### config.mk
export PLATFORM = sky130hd
export DESIGN_NAME = spare_map
export DESIGN_NICKNAME = d
export VERILOG_FILES = /design/src/rtl/spare_map_pkg.sv /design/src/rtl/spm_geom.sv /design/src/rtl/spm_div.sv /design/src/rtl/spm_seg.sv /design/src/rtl/spare_map.sv
export SDC_FILE = /design/constraint.sdc
export NUM_CORES = 1
export LEC_CHECK = 0
export BUFFER_PORTS_ARGS = -buffer_cell sky130_fd_sc_hd__buf_2
export CORE_MARGIN = 5
export CORE_UTILIZATION = 60
export DETAILED_ROUTE_END_ITERATION = 8
export GPL_TIMING_DRIVEN = 0
export HOLD_SLACK_MARGIN = 0.02
export PLACE_DENSITY = 0.83
export SLEW_MARGIN = 0
export SYNTH_ARGS = -nofsm -noshare
export SYNTH_HDL_FRONTEND = slang
export SYNTH_SLANG_ARGS = --single-unit
### constraint.sdc
create_clock -name clk -period 15.5 [get_ports clk]
set_clock_uncertainty 0.05 [all_clocks]
set_input_delay 1.55 -clock clk [delete_from_list [all_inputs] [get_ports clk]]
set_output_delay 1.55 -clock clk [all_outputs]
set_load 0.01 [all_outputs]
### src/rtl/spare_map_pkg.sv
package spare_map_pkg;
   typedef enum logic [1:0] {
      MAP_IDLE = 2'd0,
      MAP_DIV  = 2'd1,
      MAP_EMIT = 2'd2
   } map_state_e;

   localparam int unsigned CHUNK_BYTES = 512;
endpackage

### src/rtl/spm_geom.sv
module spm_geom
   import spare_map_pkg::*;
#(
   parameter int PAGE_W  = 13,
   parameter int SPARE_W = 8
) (
   input  logic [PAGE_W-1:0]  page_bytes,
   input  logic [SPARE_W-1:0] spare_bytes,
   output logic [SPARE_W-1:0] used_bytes,
   output logic               cfg_bad
);
   localparam logic [PAGE_W-1:0] PG_ONE   = PAGE_W'(CHUNK_BYTES);
   localparam logic [PAGE_W-1:0] PG_FOUR  = PAGE_W'(CHUNK_BYTES * 4);
   localparam logic [PAGE_W-1:0] PG_EIGHT = PAGE_W'(CHUNK_BYTES * 8);

   logic [1:0]         shift_amt;
   logic               page_ok;
   logic [SPARE_W-1:0] per_chunk;

   always_comb begin
      page_ok   = 1'b1;
      shift_amt = 2'd0;
      case (page_bytes)
         PG_ONE:   shift_amt = 2'd0;
         PG_FOUR:  shift_amt = 2'd2;
         PG_EIGHT: shift_amt = 2'd3;
         default:  page_ok   = 1'b0;
      endcase
      per_chunk  = spare_bytes >> shift_amt;
      used_bytes = {per_chunk[SPARE_W-1:1], 1'b0};
      cfg_bad    = !page_ok || (used_bytes == '0);
   end
endmodule

### src/rtl/spm_div.sv
module spm_div #(
   parameter int DVD_W = 8,
   parameter int DVS_W = 8,
   parameter int STEPS = 1
) (
   input  logic             clk,
   input  logic             rst_n,
   input  logic             go,
   input  logic [DVD_W-1:0] dividend,
   input  logic [DVS_W-1:0] divisor,
   output logic             fin,
   output logic [DVD_W-1:0] quotient,
   output logic [DVS_W-1:0] remainder
);
   localparam int ITER  = DVD_W / STEPS;
   localparam int ITR_W = $clog2(ITER + 1);

   if (DVD_W % STEPS != 0) begin : g_bad_steps
      $error("spm_div: DVD_W must be a multiple of STEPS");
   end

   logic [DVS_W-1:0] part_r;
   logic [DVD_W-1:0] quo_r;
   logic [DVS_W-1:0] dvs_r;
   logic [ITR_W-1:0] cnt_r;
   logic             busy_r;
   logic             fin_r;

   logic [STEPS:0][DVS_W-1:0] pr;
   logic [STEPS:0][DVD_W-1:0] qq;

   assign pr[0] = part_r;
   assign qq[0] = quo_r;

   for (genvar g = 0; g < STEPS; g++) begin : g_stage
      logic [DVS_W:0] trial;
      logic [DVS_W:0] diff;
      logic           ge;
      assign trial     = {pr[g], qq[g][DVD_W-1]};
      assign diff      = trial - {1'b0, dvs_r};
      assign ge        = trial >= {1'b0, dvs_r};
      assign pr[g+1]   = ge ? diff[DVS_W-1:0] : trial[DVS_W-1:0];
      assign qq[g+1]   = {qq[g][DVD_W-2:0], ge};
   end

   always_ff @(posedge clk or negedge rst_n) begin
      if (!rst_n) begin
         part_r <= '0;
         quo_r  <= '0;
         dvs_r  <= '0;
         cnt_r  <= '0;
         busy_r <= 1'b0;
         fin_r  <= 1'b0;
      end else begin
         fin_r <= 1'b0;
         if (go) begin
            part_r <= '0;
            quo_r  <= dividend;
            dvs_r  <= divisor;
            cnt_r  <= ITR_W'(ITER);
            busy_r <= 1'b1;
         end else if (busy_r) begin
            part_r <= pr[STEPS];
            quo_r  <= qq[STEPS];
            cnt_r  <= cnt_r - 1'b1;
            if (cnt_r == ITR_W'(1)) begin
               busy_r <= 1'b0;
               fin_r  <= 1'b1;
            end
         end
      end
   end

   assign fin       = fin_r;
   assign quotient  = quo_r;
   assign remainder = part_r;
endmodule

### src/rtl/spm_seg.sv
module spm_seg #(
   parameter int ADDR_W     = 16,
   parameter int IDX_W      = 3,
   parameter int OFFS_W     = 8,
   parameter int SPARE_W    = 8,
   parameter int CNT_W      = 9,
   parameter int SPARE_BASE = 32'h1000,
   parameter int BUF_SPAN   = 64
) (
   input  logic [IDX_W-1:0]   buf_idx,
   input  logic [OFFS_W-1:0]  inb,
   input  logic [SPARE_W-1:0] used,
   input  logic [CNT_W-1:0]   rem,
   output logic [ADDR_W-1:0]  addr,
   output logic [CNT_W-1:0]   len
);
   localparam logic [IDX_W-1:0] LAST_IDX = '1;

   logic [CNT_W-1:0] room;

   always_comb begin
      room = CNT_W'(used) - CNT_W'(inb);
      if (buf_idx == LAST_IDX)
         len = rem;
      else
         len = (room < rem) ? room : rem;
      addr = ADDR_W'(SPARE_BASE) + ADDR_W'(buf_idx) * ADDR_W'(BUF_SPAN)
           + ADDR_W'(inb);
   end
endmodule

### src/rtl/spare_map.sv
module spare_map
   import spare_map_pkg::*;
#(
   parameter int PAGE_W     = 13,
   parameter int SPARE_W    = 8,
   parameter int OFFS_W     = 8,
   parameter int CNT_W      = 9,
   parameter int ADDR_W     = 16,
   parameter int BUF_COUNT  = 8,
   parameter int BUF_SPAN   = 64,
   parameter int SPARE_BASE = 32'h1000,
   parameter int DIV_STEPS  = 1
) (
   input  logic               clk,
   input  logic               rst_n,
   input  logic               start,
   output logic               req_ready,
   input  logic [PAGE_W-1:0]  page_bytes,
   input  logic [SPARE_W-1:0] spare_bytes,
   input  logic [OFFS_W-1:0]  start_offs,
   input  logic [CNT_W-1:0]   byte_count,
   output logic               seg_valid,
   input  logic               seg_ready,
   output logic [ADDR_W-1:0]  seg_addr,
   output logic [CNT_W-1:0]   seg_len,
   output logic               done,
   output logic               cfg_err
);
   localparam int IDX_W    = $clog2(BUF_COUNT);
   localparam int LAST_IDX = BUF_COUNT - 1;
   localparam int WW       = OFFS_W + SPARE_W;

   if (BUF_COUNT != (1 << IDX_W) || BUF_COUNT < 8) begin : g_bad_bufs
      $error("spare_map: BUF_COUNT must be a power of two, at least 8");
   end
   if (PAGE_W < 13) begin : g_bad_page
      $error("spare_map: PAGE_W too narrow for 4096-byte pages");
   end
   if (CNT_W <= SPARE_W || CNT_W <= OFFS_W) begin : g_bad_cnt
      $error("spare_map: CNT_W must exceed SPARE_W and OFFS_W");
   end
   if (OFFS_W < IDX_W) begin : g_bad_offs
      $error("spare_map: OFFS_W narrower than buffer index");
   end

   map_state_e         state_r;
   logic [OFFS_W-1:0]  offs_r;
   logic [CNT_W-1:0]   rem_r;
   logic [SPARE_W-1:0] used_r;
   logic [IDX_W-1:0]   buf_r;
   logic [OFFS_W-1:0]  inb_r;
   logic               done_r;
   logic               err_r;

   logic [SPARE_W-1:0] geo_used;
   logic               geo_bad;
   logic               div_go;
   logic               div_fin;
   logic [OFFS_W-1:0]  div_q;
   logic [SPARE_W-1:0] div_r;
   logic               clamp;
   logic [WW-1:0]      clamp_off;

   spm_geom #(.PAGE_W(PAGE_W), .SPARE_W(SPARE_W)) u_geom (
      .page_bytes (page_bytes),
      .spare_bytes(spare_bytes),
      .used_bytes (geo_used),
      .cfg_bad    (geo_bad)
   );

   assign div_go = (state_r == MAP_IDLE) && start && !geo_bad
                && (byte_count != '0);

   spm_div #(.DVD_W(OFFS_W), .DVS_W(SPARE_W), .STEPS(DIV_STEPS)) u_div (
      .clk      (clk),
      .rst_n    (rst_n),
      .go       (div_go),
      .dividend (start_offs),
      .divisor  (geo_used),
      .fin      (div_fin),
      .quotient (div_q),
      .remainder(div_r)
   );

   assign clamp     = div_q > OFFS_W'(LAST_IDX);
   assign clamp_off = WW'(offs_r) - WW'(LAST_IDX) * WW'(used_r);

   spm_seg #(
      .ADDR_W(ADDR_W), .IDX_W(IDX_W), .OFFS_W(OFFS_W), .SPARE_W(SPARE_W),
      .CNT_W(CNT_W), .SPARE_BASE(SPARE_BASE), .BUF_SPAN(BUF_SPAN)
   ) u_seg (
      .buf_idx(buf_r),
      .inb    (inb_r),
      .used   (used_r),
      .rem    (rem_r),
      .addr   (seg_addr),
      .len    (seg_len)
   );

   always_ff @(posedge clk or negedge rst_n) begin
      if (!rst_n) begin
         state_r <= MAP_IDLE;
         offs_r  <= '0;
         rem_r   <= '0;
         used_r  <= '0;
         buf_r   <= '0;
         inb_r   <= '0;
         done_r  <= 1'b0;
         err_r   <= 1'b0;
      end else begin
         done_r <= 1'b0;
         case (state_r)
            MAP_IDLE: begin
               if (start) begin
                  if (geo_bad) begin
                     err_r <= 1'b1;
                  end else begin
                     err_r <= 1'b0;
                     if (byte_count == '0) begin
                        done_r <= 1'b1;
                     end else begin
                        offs_r  <= start_offs;
                        rem_r   <= byte_count;
                        used_r  <= geo_used;
                        state_r <= MAP_DIV;
                     end
                  end
               end
            end
            MAP_DIV: begin
               if (div_fin) begin
                  if (clamp) begin
                     buf_r <= IDX_W'(LAST_IDX);
                     inb_r <= clamp_off[OFFS_W-1:0];
                  end else begin
                     buf_r <= div_q[IDX_W-1:0];
                     inb_r <= OFFS_W'(div_r);
                  end
                  state_r <= MAP_EMIT;
               end
            end
            MAP_EMIT: begin
               if (seg_ready) begin
                  if (rem_r == seg_len) begin
                     done_r  <= 1'b1;
                     state_r <= MAP_IDLE;
                  end else begin
                     rem_r <= rem_r - seg_len;
                     buf_r <= buf_r + 1'b1;
                     inb_r <= '0;
                  end
               end
            end
            default: state_r <= MAP_IDLE;
         endcase
      end
   end

   assign req_ready = (state_r == MAP_IDLE);
   assign seg_valid = (state_r == MAP_EMIT);
   assign done      = done_r;
   assign cfg_err   = err_r;
endmodule

==> flow_summary.yaml <==
layout:
  final_layout_size_suffix_gt1_share_pct: 17.4
  layout.cells.most_common_list: "sky130_fd_sc_hd__nand2_1, sky130_fd_sc_hd__dfrtp_1, sky130_fd_sc_hd__buf_2"
  fin_area_sq_mm: 0.00596
  finish.net_count: 777
  utilization_pct: 69.1
  num_antenna_cells: 0
  synthToLayoutAreaGrowth_pct: 13.0
  layout.cells.most_common: "sky130_fd_sc_hd__nand2_1"
drt:
  drt-wirelength-per-cell_um: 16.8
  drt_first_pass_iters: 5
  vias: 4634
  detailedRoute.firstIterationViolations: 238
  route.detailed.vias_per_inst: 5.86
  postRouteAntennaNets: 0
  finalWirelength_mm: 13.3
  route.detailed.drc: 0
clocking:
  tritoncts_clock_tree: "yes"
  max-clock-path-buffers: 2
  clk_sinks: 68
  clk_pin_slew_ns: 0.08
  cts_post_setup_buffers_inserted: 0
  cts-root-buf: "sky130_fd_sc_hd__clkbuf_8"
  cts_max_level: 3
  cts-hold-fix-buffers: 0
  worst_skew_pair.late_latency_ns: 0.37
  cts_resized: 0
  cts-buffers-inserted: 9
min_path:
  min-delay-path-class: "reg2reg"
timing:
  fmax_ghz: 0.166
  tightestPinTransition_ns: 0.868
  rsz0062_at_grt: "false"
  setup-violations-final: 0
  finalHoldViolCount: 0
  finalCritPeriodShare_pct: 38.8
  timing.max_slew.rel_slack_pct: 42.1
  maxSlewViolCount: 0
  setup-tns-final_ns: 0
  hold_slack_ns: 0.425
  final.min_clock_period_ns: 6.02
grt:
  global_route.usage.total_pct: 25.1
  grt_max_degree: 69
  grt_first_pass_wirelength_mm: 22.4
  global_route.overflow_total: 0
  antenna_found_initial: 0
  vias_in_the_first_global_route: 4798
synthesis:
  synth_seq_cells: 68
  synthArstFlopShare_pct: 100
  syn_avg_cell_area_sq_um: 8.80
  synth.yosys.seq_area_share_pct: 32.2
  synth.top_cells.by_area: "sky130_fd_sc_hd__dfrtp_1, sky130_fd_sc_hd__ha_1, sky130_fd_sc_hd__nand2_1"
  synth-warning-count: 0
  number_of_synthesized_flops_with_an_enable_pin: 0
  yosysTopAreaCellShare_pct: 32.2
  synth.cell_area_sq_mm: 0.00528
  synth_largest_area_cell: "sky130_fd_sc_hd__dfrtp_1"
  netlist_instances: 600
  yosys.cell_types.count: 58
  synth-main-ff-cell: "sky130_fd_sc_hd__dfrtp_1"
floorplan:
  die_height_um: 104
  design.core.area_sq_mm: 0.00864
  die_area_sq_mm: 0.0108
  floorplan.rows: 34
  io_pins: 71
  die_width_um: 104
  floorplan.initialDensity_pct: 61.1
critical_path:
  critPathRequiredTime_ns: 13.90
  timing.critical_path.to_type: "output pin"
  worstPathMaxFanout: 10
  timing.setup.critical_path_class: "reg2out"
  timing.critical_path.arrival_ns: 4.42
  start_kind: "flip-flop"
run:
  max_cap_violations: 0
placement:
  detailed_place_hpwl_mm: 10.2
  port-buffer-count: 63
  dpl-instance-area_sq_mm: 0.00575
  globalplace.congestion: 0.919
power:
  net_switching_power_mw: 0.201
  power.ir.vdd_worst_mv: 0.0948
  p_comb_share_pct: 30.0
  share_seq_of_total_power_pct: 40.9
  finalPower_mw: 0.574
  power_frac_clock_pct: 29.1
  netSwitchingFraction_pct: 35.0
  p_int_mw: 0.373
  powerDensity_mw_per_mm2: 96.3
  total_leakage_power_nw: 3.09
run_status:
  status: "complete, no violations"
worst max-delay path, cell delays in order (launching register included):
cell,delay [ns]
sky130_fd_sc_hd__dfrtp_1,0.49
sky130_fd_sc_hd__ha_1,0.32
sky130_fd_sc_hd__nor2b_1,0.12
sky130_fd_sc_hd__o21ai_0,0.10
sky130_fd_sc_hd__a21boi_0,0.30
sky130_fd_sc_hd__o21ai_0,0.16
sky130_fd_sc_hd__a21oi_1,0.19
sky130_fd_sc_hd__xor2_1,0.27
sky130_fd_sc_hd__ha_1,0.29
sky130_fd_sc_hd__and3_1,0.20
sky130_fd_sc_hd__a211oi_1,0.24
sky130_fd_sc_hd__o21ai_0,0.13
sky130_fd_sc_hd__a31o_2,0.29
sky130_fd_sc_hd__buf_1,0.29
sky130_fd_sc_hd__o21ai_0,0.45
sky130_fd_sc_hd__buf_2,0.21
power by group through the flow:
stage | combinational, mW | clock [mW] | sequential (mW)
3_5_place_dp | 0.169 | 0 | 0.236
4_1_cts | 0.171 | 0.168 | 0.233
5_1_grt | 0.194 | 0.176 | 0.238
3_3_place_gp | 0.161 | 0 | 0.235
2_1_floorplan | 0.131 | 0 | 0.226
6_report | 0.172 | 0.167 | 0.235
metal layers:
layer  share of wire, %  wire (um)  GRT usage [%]  vias to the layer above
met5                  0          0              0                        -
met4                2.9        391           9.53                        0
met3                6.5        868           6.28                       30
met2                 50       6580           42.1                      150
met1                 41       5420           31.1                     2244
li1                   -          -              -                     2210
layout make-up:
class	count	area, sq um
Multi-Input combinational cell	450	3210
Fill cell	670	2670
Sequential cell	68	1700
Timing Repair Buffer	63	318
Inverter	56	210
Buffer	30	174
Tap cell	108	135
Clock buffer	10	128
Clock inverter	6	88.8
synth_stat cells (3+ instances only):
master,count
sky130_fd_sc_hd__nand2_1,71
sky130_fd_sc_hd__dfrtp_1,68
sky130_fd_sc_hd__inv_1,56
sky130_fd_sc_hd__nor2_1,48
sky130_fd_sc_hd__ha_1,47
sky130_fd_sc_hd__o21ai_0,39
sky130_fd_sc_hd__a21oi_1,38
sky130_fd_sc_hd__mux2i_1,26
sky130_fd_sc_hd__xnor2_1,18
sky130_fd_sc_hd__buf_4,13
sky130_fd_sc_hd__nor3_1,13
sky130_fd_sc_hd__clkbuf_1,11
sky130_fd_sc_hd__a21o_1,10
sky130_fd_sc_hd__fa_1,10
sky130_fd_sc_hd__mux2_2,9
sky130_fd_sc_hd__nor2b_1,9
sky130_fd_sc_hd__o21a_1,9
sky130_fd_sc_hd__or3_1,9
sky130_fd_sc_hd__xor2_1,8
sky130_fd_sc_hd__or4_1,6
sky130_fd_sc_hd__a21boi_0,5
sky130_fd_sc_hd__a31oi_1,5
sky130_fd_sc_hd__nand2b_1,5
sky130_fd_sc_hd__nand3_1,5
sky130_fd_sc_hd__a211oi_1,4
sky130_fd_sc_hd__buf_2,4
sky130_fd_sc_hd__mux2_4,4
sky130_fd_sc_hd__nor4_1,4
sky130_fd_sc_hd__o211ai_1,4
sky130_fd_sc_hd__o22ai_1,4
sky130_fd_sc_hd__nand4_1,3
kinds of logic after synthesis:
kind of cell               share of synthesized area, %
xor gates and xnor gates                           4.31
adders and majority gates                          14.9
AOI/OAI and AO/OA                                  16.2
and+or+nand+nor                                    16.9
DFF                                                32.2
other                                             0.142
buffers and inverters                              7.28
muxes                                              7.99
through the flow:
| step | std cells | worst slack [ns] |
|---|---|---|
| 6_report | 791 | 9.48 |
| 5_1_grt | 791 | 8.99 |
| 4_1_cts | 791 | 9.54 |
| 3_5_place_dp | 775 | 9.67 |
| 3_3_place_gp | 775 | 9.88 |
| 2_1_floorplan | 604 | 10.46 |
worst paths after layout:
| path | from | depth (start not counted) | end | slack, ns |
|---|---|---|---|---|
| worst max register to register | used_r[1] | 21 | buf_r[2] | 9.54 |
| max in group asynchronous | rst_n | 1 | cfg_err | 13.59 |
| worst max-delay path | used_r[1] | 15 | seg_len[1] | 9.48 |
| min in group asynchronous | rst_n | 1 | state_r[0] | 1.24 |
| worst min-delay path | offs_r[0] | 2 | offs_r[0] | 0.43 |
| worst min register to register | offs_r[0] | 2 | offs_r[0] | 0.43 |
state kept, by name, indices dropped and copies added (netlist names):
signal	flops
state_r	2
done	1
rem_r	9
u_div.remainder	8
u_div.dvs_r	7
u_div.fin	1
u_div.cnt_r	4
inb_r	8
u_div.quotient	8
offs_r	8
used_r	7
u_div.busy_r	1
buf_r	3
cfg_err	1
Power figures use the tool's default switching activity.
